**config.mk**
```make
export PLATFORM = sky130hd
export DESIGN_NAME = dflash_errguard
export DESIGN_NICKNAME = d
export VERILOG_FILES = /design/src/rtl/dfeg_pkg.sv /design/src/rtl/dfeg_classify.sv /design/src/rtl/dfeg_state.sv /design/src/rtl/dfeg_irq.sv /design/src/rtl/dflash_errguard.sv
export SDC_FILE = /design/constraint.sdc
export NUM_CORES = 1
export LEC_CHECK = 0
export CAP_MARGIN = 5
export CORE_ASPECT_RATIO = 1.5
export CORE_MARGIN = 5
export CORE_UTILIZATION = 36
export DETAILED_ROUTE_END_ITERATION = 8
export GPL_ROUTABILITY_DRIVEN = 0
export PLACE_DENSITY = 0.81
export SLEW_MARGIN = 20
export SYNTH_ARGS = -nofsm -noshare
export SYNTH_HDL_FRONTEND = slang
export SYNTH_SLANG_ARGS = --single-unit
```
**constraint.sdc**
```tcl
create_clock -name clk -period 2.2 [get_ports clk]
set_clock_uncertainty 0.05 [all_clocks]
set_input_delay 0.33 -clock clk [delete_from_list [all_inputs] [get_ports clk]]
set_output_delay 0.33 -clock clk [all_outputs]
set_load 0.03 [all_outputs]
```
**src/rtl/dfeg_pkg.sv**
```systemverilog
package dfeg_pkg;

    localparam int OP_W  = 3;
    localparam int ST_W  = 8;
    localparam int EN_W  = 4;
    localparam int ARG_W = 8;

    // bit positions inside the access-status word
    localparam int BIT_WPE  = 0;
    localparam int BIT_RPE  = 1;
    localparam int BIT_ACC  = 3;
    localparam int BIT_LOCK = 4;

    // bit positions inside the interrupt-enable word
    localparam int EN_LOCK = 0;
    localparam int EN_ACC  = 1;
    localparam int EN_RPE  = 2;
    localparam int EN_WPE  = 3;

    typedef enum logic [OP_W-1:0] {
        OP_READ    = 3'd0,
        OP_PROG    = 3'd1,
        OP_ERASE   = 3'd2,
        OP_LOCKBIT = 3'd3,
        OP_SUSPEND = 3'd4,
        OP_STCLR   = 3'd5,
        OP_MISC6   = 3'd6,
        OP_MISC7   = 3'd7
    } op_e;

    // outcome of checking one command
    typedef struct packed {
        logic ill;
        logic acc;
        logic rpe;
        logic wpe;
        logic go_pe;
        logic go_rd;
        logic go_susp;
        logic rel_lk;
        logic clr_ill;
    } verdict_t;

    // registered state of the guard
    typedef struct packed {
        logic            lock;
        logic            ill;
        logic            acc;
        logic            rpe;
        logic            wpe;
        logic [EN_W-1:0] ien;
        logic            go_pe;
        logic            go_rd;
        logic            go_susp;
    } st_t;

endpackage

```
**src/rtl/dfeg_classify.sv**
```systemverilog
module dfeg_classify
    import dfeg_pkg::*;
#(
    parameter logic [ARG_W-1:0] PGM_CODE_A = 8'h04,
    parameter logic [ARG_W-1:0] PGM_CODE_B = 8'h40
) (
    input  logic             cmd_valid,
    input  logic [OP_W-1:0]  cmd_op,
    input  logic [ARG_W-1:0] cmd_arg,
    input  logic             cmd_to_data,
    input  logic             dp_entry,
    input  logic             cp_entry,
    input  logic             rd_prot,
    input  logic             wr_prot,
    input  logic             pe_busy,
    input  logic             locked,
    input  logic             stat_is_release,
    output verdict_t         v
);

    logic is_rd;
    logic is_pe;
    logic is_wr;
    logic acc_hit;
    logic lbp_hit;
    logic arg_bad;
    logic rpe_hit;
    logic wpe_hit;

    always_comb begin
        is_rd   = (cmd_op == OP_READ);
        is_pe   = (cmd_op == OP_PROG) || (cmd_op == OP_ERASE);
        is_wr   = is_pe || (cmd_op == OP_LOCKBIT);
        acc_hit = cmd_to_data && (cp_entry || (is_rd && dp_entry) || (is_wr && !dp_entry));
        lbp_hit = (cmd_op == OP_LOCKBIT) && cmd_to_data && dp_entry;
        arg_bad = (cmd_op == OP_PROG) && (cmd_arg != PGM_CODE_A) && (cmd_arg != PGM_CODE_B);
        rpe_hit = is_rd && cmd_to_data && rd_prot;
        wpe_hit = is_pe && cmd_to_data && wr_prot;
    end

    always_comb begin
        v = '0;
        if (cmd_valid) begin
            if (locked) begin
                if ((cmd_op == OP_STCLR) && stat_is_release) begin
                    v.rel_lk = 1'b1;
                end else begin
                    v.ill = 1'b1;
                end
            end else if (acc_hit) begin
                v.ill = 1'b1;
                v.acc = 1'b1;
            end else if (lbp_hit || arg_bad) begin
                v.ill = 1'b1;
            end else if (rpe_hit) begin
                v.ill = 1'b1;
                v.rpe = 1'b1;
            end else if (wpe_hit) begin
                v.ill = 1'b1;
                v.wpe = 1'b1;
            end else begin
                v.go_pe   = is_wr;
                v.go_rd   = is_rd;
                v.go_susp = (cmd_op == OP_SUSPEND) && pe_busy;
                v.clr_ill = (cmd_op == OP_STCLR);
            end
        end
    end

endmodule

```
**src/rtl/dfeg_state.sv**
```systemverilog
module dfeg_state
    import dfeg_pkg::*;
(
    input  logic            clk,
    input  logic            rst_n,
    input  verdict_t        v,
    input  logic            astat_we,
    input  logic [ST_W-1:0] astat_wdata,
    input  logic            ien_we,
    input  logic [EN_W-1:0] ien_wdata,
    output st_t             q,
    output logic [EN_W-1:0] cause_q,
    output logic [EN_W-1:0] cause_d
);

    st_t st_d;
    st_t st_q;

    logic unused_wbits;
    assign unused_wbits = ^astat_wdata;

    always_comb begin
        st_d         = st_q;
        st_d.go_pe   = v.go_pe;
        st_d.go_rd   = v.go_rd;
        st_d.go_susp = v.go_susp;

        if (ien_we) begin
            st_d.ien = ien_wdata;
        end

        // software may only clear the per-cause flags
        if (astat_we) begin
            st_d.acc = st_q.acc & astat_wdata[BIT_ACC];
            st_d.rpe = st_q.rpe & astat_wdata[BIT_RPE];
            st_d.wpe = st_q.wpe & astat_wdata[BIT_WPE];
        end

        // a new error wins over a same-cycle clear
        st_d.acc = st_d.acc | v.acc;
        st_d.rpe = st_d.rpe | v.rpe;
        st_d.wpe = st_d.wpe | v.wpe;

        if (v.rel_lk) begin
            st_d.lock = 1'b0;
            st_d.ill  = 1'b0;
        end else begin
            if (v.ill) begin
                st_d.lock = 1'b1;
                st_d.ill  = 1'b1;
            end
            if (v.clr_ill) begin
                st_d.ill = 1'b0;
            end
        end
    end

    always_ff @(posedge clk or negedge rst_n) begin
        if (!rst_n) begin
            st_q <= '0;
        end else begin
            st_q <= st_d;
        end
    end

    always_comb begin
        q                = st_q;
        cause_q          = '0;
        cause_q[EN_LOCK] = st_q.lock;
        cause_q[EN_ACC]  = st_q.acc;
        cause_q[EN_RPE]  = st_q.rpe;
        cause_q[EN_WPE]  = st_q.wpe;
        cause_d          = '0;
        cause_d[EN_LOCK] = st_d.lock;
        cause_d[EN_ACC]  = st_d.acc;
        cause_d[EN_RPE]  = st_d.rpe;
        cause_d[EN_WPE]  = st_d.wpe;
    end

endmodule

```
**src/rtl/dfeg_irq.sv**
```systemverilog
module dfeg_irq
    import dfeg_pkg::*;
(
    input  logic            clk,
    input  logic            rst_n,
    input  logic [EN_W-1:0] cause_q,
    input  logic [EN_W-1:0] cause_d,
    input  logic [EN_W-1:0] en_q,
    output logic            irq
);

    typedef struct packed {
        logic pulse;
    } irq_st_t;

    irq_st_t irq_d;
    irq_st_t irq_q;
    logic [EN_W-1:0] rise;

    always_comb begin
        rise        = cause_d & ~cause_q;
        irq_d.pulse = |(rise & en_q);
    end

    always_ff @(posedge clk or negedge rst_n) begin
        if (!rst_n) begin
            irq_q <= '0;
        end else begin
            irq_q <= irq_d;
        end
    end

    assign irq = irq_q.pulse;

endmodule

```
**src/rtl/dflash_errguard.sv**
```systemverilog
module dflash_errguard
    import dfeg_pkg::*;
#(
    parameter logic [ARG_W-1:0] PGM_CODE_A = 8'h04,
    parameter logic [ARG_W-1:0] PGM_CODE_B = 8'h40
) (
    input  logic             clk,
    input  logic             rst_n,
    input  logic             cmd_valid,
    input  logic [OP_W-1:0]  cmd_op,
    input  logic [ARG_W-1:0] cmd_arg,
    input  logic             cmd_to_data,
    input  logic             dp_entry,
    input  logic             cp_entry,
    input  logic             rd_prot,
    input  logic             wr_prot,
    input  logic             pe_busy,
    input  logic             astat_we,
    input  logic [ST_W-1:0]  astat_wdata,
    input  logic             ien_we,
    input  logic [EN_W-1:0]  ien_wdata,
    output logic [ST_W-1:0]  astat,
    output logic [EN_W-1:0]  ien,
    output logic             ill_err,
    output logic             cmd_lock,
    output logic             pe_go,
    output logic             rd_go,
    output logic             susp_go,
    output logic             err_irq
);

    localparam logic [ST_W-1:0] RELEASE_VAL = ST_W'(1) << BIT_LOCK;

    verdict_t        verdict;
    st_t             st;
    logic [EN_W-1:0] cause_q;
    logic [EN_W-1:0] cause_d;
    logic [ST_W-1:0] stat_word;
    logic            stat_is_release;

    always_comb begin
        stat_word           = '0;
        stat_word[BIT_LOCK] = st.lock;
        stat_word[BIT_ACC]  = st.acc;
        stat_word[BIT_RPE]  = st.rpe;
        stat_word[BIT_WPE]  = st.wpe;
        stat_is_release     = (stat_word == RELEASE_VAL);
    end

    dfeg_classify #(
        .PGM_CODE_A (PGM_CODE_A),
        .PGM_CODE_B (PGM_CODE_B)
    ) u_classify (
        .cmd_valid       (cmd_valid),
        .cmd_op          (cmd_op),
        .cmd_arg         (cmd_arg),
        .cmd_to_data     (cmd_to_data),
        .dp_entry        (dp_entry),
        .cp_entry        (cp_entry),
        .rd_prot         (rd_prot),
        .wr_prot         (wr_prot),
        .pe_busy         (pe_busy),
        .locked          (st.lock),
        .stat_is_release (stat_is_release),
        .v               (verdict)
    );

    dfeg_state u_state (
        .clk         (clk),
        .rst_n       (rst_n),
        .v           (verdict),
        .astat_we    (astat_we),
        .astat_wdata (astat_wdata),
        .ien_we      (ien_we),
        .ien_wdata   (ien_wdata),
        .q           (st),
        .cause_q     (cause_q),
        .cause_d     (cause_d)
    );

    dfeg_irq u_irq (
        .clk     (clk),
        .rst_n   (rst_n),
        .cause_q (cause_q),
        .cause_d (cause_d),
        .en_q    (st.ien),
        .irq     (err_irq)
    );

    assign astat    = stat_word;
    assign ien      = st.ien;
    assign ill_err  = st.ill;
    assign cmd_lock = st.lock;
    assign pe_go    = st.go_pe;
    assign rd_go    = st.go_rd;
    assign susp_go  = st.go_susp;

endmodule

```
==> run metrics, run 1 <==
status completed; Worst VDD drop 0.3359 mV; gr usage total 0.1327; switching pwr 0.2017 mW; Fillers 193; Largest stage delay, worst path 510 ps; Layout area overhead 60.88%; Multi-input gate area 380.4 sq um; CP Buf/Inv Count 1; Vias/cell 5.000; Initial Util 0.3675; Final Hold Viols 0; Post-DP HPWL 1549 um; TNS Setup 0 ps; Synth Area in XOR/XNOR 0.02381; P per Cell Area 546.4 mW/mm^2; Reg area 325.3 sq um; Synth Area in Compound Gates 0.1259; Buffers on Ports 42; pin count of the biggest net entering global routing 14; largest family of logic cells by synthesized area simple AND/OR/NAND/NOR gates; # diodes 0; max cap viols 0; Internal 0.4450 mW; slew margin rel. 0.6268; Post-Synth Adder-Cell Area 0; Clock Path Buffers 2; fraction of registers with async set/reset 1.000; Comb pwr share 0.349; crit path DAT 1980 ps; Synth Area per Inst 10.22 sq um; worst-path cell chain clkdlybuf4s50_1 > or2_1 > a211oi_2 > a2bb2oi_2 > nand3_2 > nor3_1; TritonCTS clock tree built; number of global-route vias before repair 741; Avg WL per Cell 13.04 um; first-pass GRT wire length 2898 um; Switching Share 0.3120; leakage power 0.4970 nW; hold bufs inserted after CTS 0; Die H 65.37 um; Iteration-0 DRC Markers 8; Post-synth top cells 13 x dfrtp_1, 5 x buf_4, 5 x nand2_1, 5 x nand2b_1; Core Box Area 0.002002 sq mm; first-pass iteration count of the detailed router 2; share of layout cells above drive strength 1 0.1034; Crit-path slowest cell clkdlybuf4s50_1; CTS H-tree lvls 1; Final period util 0.8380; Cells after Synth 72; worst setup path category in2reg; power share of the sequential group 0.426; gr ovfl total 0; synthesized cell area 735.7 sq um; top cell type's share of synthesized area 0.4422; I/O pins 52; root buf cell clkbuf_4; post-route antenna net violation count 0; Yosys reg bits 13; via count 690; CTS sink cnt 13; fin area 0.001184 sq mm; sequential area share after synthesis 0.4422; type of origin of the critical path primary input; clock-pin slew on the worst setup and hold paths 70 ps; post-synthesis mux area share 0.06122; Worst-Skew Late Latency 280 ps; Total Wirelength 1799 um; die width 46.91 um; Crit. End Element flip-flop; CTS resizes 0; Final min period 1844 ps; synth top area cells dfrtp_1 44%, mux2_2 6.1%, buf_4 5.1%; RSZ-0062 raised after global routing no; clock power share 0.225; EDFF count, synth 0; CTS Buf Count 3; Synth area leader dfrtp_1; cell family with most CP delay simple AND/OR/NAND/NOR gates; Pins Over Slew Limit 0; CP Max Fanout 7; number of cell rows 20; Final nets 151; endpoints failing setup 0; Synth Warn # 0; Worst Tran Pin Value 558.1 ps; top-count cell post-synth dfrtp_1; post-CTS setup buffers 0; Die ar. 0.003066 sq mm; initial antenna violation count 0; simple-gate share of the synthesized area 0.2857; dpl cell area 0.001157 sq mm; Hold Crit Class in2async; Worst Path Required 2340 ps; DRC violations left 0; Netlist cell types 31; fmax 542.4 MHz; Synth Flop Type dfrtp_1
-- per-layer routing --
metal,up-vias,global-route usage,part of all wire
met5,-,0,0
met4,0,0.07266,0.021
met3,5,0.03288,0.099
met2,30,0.2483,0.55
met1,317,0.1186,0.33
li1,338,-,-
-- cell families after synthesis --
group / Yosys count
xor+xnor: 2
compound gates: 11
simple gates: 35
buf+inv: 6
mux: 4
flops: 13
other cells: 1
-- through the flow --
stage          utilization  instances  power (mW)  hold WS [ps]  worst slack (ps)
5_1_grt             0.5913        138      0.6798         421.1             150.0
3_5_place_dp        0.5781        134      0.5077         451.9             37.89
2_1_floorplan            -         75      0.3982        -15.59             768.1
4_1_cts             0.5913        138      0.6557         372.7             327.5
3_3_place_gp        0.5781        134      0.5041         417.3             81.97
6_report            0.5913        138      0.6467         359.7             356.4
-- worst reg2reg max path: cells and delay by family, from the launching register on --
family,cells,cell delay (ps)
AND/OR/NAND/NOR,3,690
flip-flops,1,440
-- placed cells by master, fill, tap and decap left out, types with 3 or more instances in the layout --
| cell | Yosys | final |
|---|---|---|
| conb_1 | 1 | 4 |
| nor3_1 | 4 | 4 |
| clkbuf_4 | 0 | 3 |
| nand2b_1 | 5 | 5 |
| dfrtp_1 | 13 | 13 |
| nand2_1 | 5 | 5 |
| mux2_2 | 4 | 4 |
| nor2_1 | 4 | 4 |
| clkdlybuf4s50_1 | 0 | 42 |
-- state kept, by name, indices dropped and copies added (netlist names) --
name / cells
u_state.q: 8
u_state.cause_q: 4
u_irq.irq: 1
-- layout make-up --
cell class | count | share of cell area
Clock buffer | 4 | 0.02220
Inverter | 1 | 0.003171
Multi-Input combinational cell | 56 | 0.3214
Sequential cell | 13 | 0.2748
Tap cell | 22 | 0.02326
Timing Repair Buffer | 42 | 0.3552
-- final timing paths --
check | startpoint | end | slack (ps) | depth (start not counted)
max | cmd_op[1] | u_state.q[1]$_DFF_PN0_ | 360 | 6
min | rst_n | u_state.cause_q[0]$_DFF_PN0_ | 360 | 1
max reg2reg | u_state.cause_q[0]$_DFF_PN0_ | u_state.q[1]$_DFF_PN0_ | 930 | 3
min reg2reg | u_state.q[10]$_DFFE_PN0P_ | u_state.q[10]$_DFFE_PN0P_ | 450 | 2
max in group asynchronous | rst_n | u_state.q[1]$_DFF_PN0_ | 1370 | 1
min in group clk | u_state.q[10]$_DFFE_PN0P_ | u_state.q[10]$_DFFE_PN0P_ | 450 | 2
-- power groups by stage --
| stage | Combinational, mW | Clock, mW | Sequential [mW] |
|---|---|---|---|
| 3_3_place_gp | 0.224 | 0 | 0.280 |
| 6_report | 0.226 | 0.145 | 0.276 |
| 3_5_place_dp | 0.227 | 0 | 0.281 |
| 5_1_grt | 0.241 | 0.159 | 0.279 |
| 2_1_floorplan | 0.0814 | 0 | 0.317 |
| 4_1_cts | 0.228 | 0.152 | 0.276 |
(Power assumes the default switching activity.)
==> run 2, diff against run 1 <==
--- a/config.mk
+++ b/config.mk
@@ -8,10 +8,10 @@
 export CAP_MARGIN = 5
 export CORE_ASPECT_RATIO = 1.5
 export CORE_MARGIN = 5
-export CORE_UTILIZATION = 36
+export CORE_UTILIZATION = 34
 export DETAILED_ROUTE_END_ITERATION = 8
 export GPL_ROUTABILITY_DRIVEN = 0
-export PLACE_DENSITY = 0.81
+export PLACE_DENSITY = 0.77
 export SLEW_MARGIN = 20
 export SYNTH_ARGS = -nofsm -noshare
 export SYNTH_HDL_FRONTEND = slang
==> constraint.sdc (replaced) <==
create_clock -name clk -period 1.8 [get_ports clk]
set_clock_uncertainty 0.05 [all_clocks]
set_input_delay 0.27 -clock clk [delete_from_list [all_inputs] [get_ports clk]]
set_output_delay 0.27 -clock clk [all_outputs]
set_load 0.03 [all_outputs]
==> run 2 against run 1 <==
Net effect:
- cell count up 5.1%
- design area up 4.7%
- wire length up 3.2%
- power up 24%
- sequential power up 21%
- via count up 2.5%
- worst hold slack worse by 49 ps
- clock-buffer cell count unchanged
- critical path type is now reg2out
==> run metrics, run 2 (synthesis results as in run 1) <==
Vias/cell 4.876 (-2.5%); Power Total 0.8039 mW (+24%); global routing's busiest layer met2; Pins Over Slew Limit 0 (unchanged); dpl cells 141 (+5.2%); TritonCTS clock tree built; Die H 66.97 um (+2.5%); initial antenna violation count 0 (unchanged); status completed; type of origin of the critical path flip-flop; slew margin rel. 0.6211 (-0.005726); CP Max Fanout 7 (unchanged); Core Box Area 0.002052 sq mm (+2.5%); max cap viols 0 (unchanged); leakage power 0.5416 nW (+9.0%); RSZ-0062 raised after global routing no; Crit. End Element output pin; gr ovfl total 0 (unchanged); pin count of the biggest net entering global routing 14 (unchanged); DRC violations left 0 (unchanged); Reg area 325.3 sq um (unchanged); via count 707 (+2.5%); number of global-route vias before repair 675 (-8.9%); endpoints failing setup 0 (unchanged); most frequent cells in the layout 41 x clkdlybuf4s50_1, 13 x dfrtp_1, 7 x buf_4; Buffers on Ports 42 (unchanged); hold bufs inserted after CTS 0 (unchanged); max FFs per register 8 (unchanged); Iteration-0 DRC Markers 14 (+6); Hold Crit Class in2async; met3 Usage GRT 0.02432 (-0.008552); Placement Setup Slack -148.7 ps (-186.6 ps); Worst VDD drop 0.3360 mV (about the same); Layout area overhead 68.37%; number of cell rows 20 (unchanged); share of layout cells above drive strength 1 0.1545 (+0.05102); met1 Usage GRT 0.1391 (+0.02052); crit path DAT 1400 ps (-580 ps); Multi-input gate area 380.4 sq um (unchanged); Final Hold Viols 0 (unchanged); post-route antenna net violation count 0 (unchanged); Worst Path Required 1480 ps (-860 ps); first-pass GRT wire length 2932 um (+1.2%); Initial Util 0.3585 (-0.008963); gr usage total 0.1281 (-0.004566); Total Wirelength 1857 um (+3.2%); TNS Setup 0 ps (unchanged); Final nets 158 (+4.6%); CTS H-tree lvls 1 (unchanged); clock-pin slew on the worst setup and hold paths 80 ps (about the same); Largest stage delay, worst path 700 ps (+190 ps); Die ar. 0.003213 sq mm (+4.8%); CTS sink cnt 13 (unchanged); final worst slack 75.70 ps (-280.7 ps); Worst-Skew Late Latency 270 ps (about the same); worst-path cell chain clkdlybuf4s50_1; Fillers 174 (-9.8%); Worst Tran Pin Value 566.6 ps (+8.561 ps); Crit-path slowest cell clkdlybuf4s50_1; CTS resizes 0 (unchanged); # diodes 0 (unchanged); post-CTS setup buffers 0 (unchanged); Final Non-Filler Cells 145 (+5.1%); met2 GRT Util 0.2285 (-0.01982); most common cell after layout, fill and taps aside clkdlybuf4s50_1; die width 47.98 um (+2.3%); Final min period 1724 ps; cell family with most CP delay buffers and inverters; Post-DP HPWL 1605 um (+3.6%); root buf cell clkbuf_4; P per Cell Area 649.0 mW/mm^2 (+19%); first-pass iteration count of the detailed router 4 (+2); CP Buf/Inv Count 1 (unchanged); I/O pins 52 (unchanged); CTS Buf Count 3 (unchanged); Final period util 0.9579; fmax 579.9 MHz; worst setup path category reg2out; Clock Path Buffers 2 (unchanged); Avg WL per Cell 12.81 um (-1.8%); Final Util 0.6037 (+0.01241)
-- run 2: changes by cell type in the layout (fill, tap and decap cells not counted) --
cell / before / now
buf_4: 0 / 7
dlymetal6s2s_1: 0 / 1
clkdlybuf4s50_1: 42 / 41
-- run 2: area by class of cell --
cell class                 instances  share of cell area
multi-input combinational         56              0.3071
timing repair buffer              49              0.3838
tap                               22             0.02222
inverter                           1            0.003030
sequential                        13              0.2626
clock buffer                       4             0.02121
-- run 2: routing by layer --
layer  wire, um  vias up  part of all wire
li1           -      350                 -
met1        681      338              0.37
met2       1062       17              0.57
met3        101        2             0.054
met4         12        0            0.0065
met5          0        -                 0
-- run 2: metrics by stage --
step / hold slack, ps / area [sq um]
6_report: 311.1 / 1239
5_1_grt: 369.6 / 1239
4_1_cts: 327.8 / 1236
3_5_place_dp: 433.1 / 1210
3_3_place_gp: 419.8 / 1210
2_1_floorplan: -75.59 / 747.0
-- run 2: power breakdown --
group / total [mW] / internal (mW) / switching (mW) / leakage [nW]
sequential: 0.335 / 0.316 / 0.0195 / 0.164
clock: 0.174 / 0.0857 / 0.0886 / 0.0150
combinational: 0.294 / 0.155 / 0.139 / 0.363
-- run 2: worst paths after layout --
| check | to | startpoint | depth (start not counted) | slack, ps |
|---|---|---|---|---|
| max in group asynchronous | u_state.q[5]$_DFFE_PN0P_ | rst_n | 1 | 1010 |
| min in group clk | u_state.q[10]$_DFFE_PN0P_ | u_state.q[10]$_DFFE_PN0P_ | 2 | 440 |
| setup / recovery | astat[4] | u_state.cause_q[0]$_DFF_PN0_ | 1 | 80 |
| hold reg to reg | u_state.q[10]$_DFFE_PN0P_ | u_state.q[10]$_DFFE_PN0P_ | 2 | 440 |
| hold / removal | u_state.q[1]$_DFF_PN0_ | rst_n | 1 | 310 |
| setup reg to reg | u_state.cause_q[0]$_DFF_PN0_ | u_state.cause_q[3]$_DFF_PN0_ | 4 | 610 |
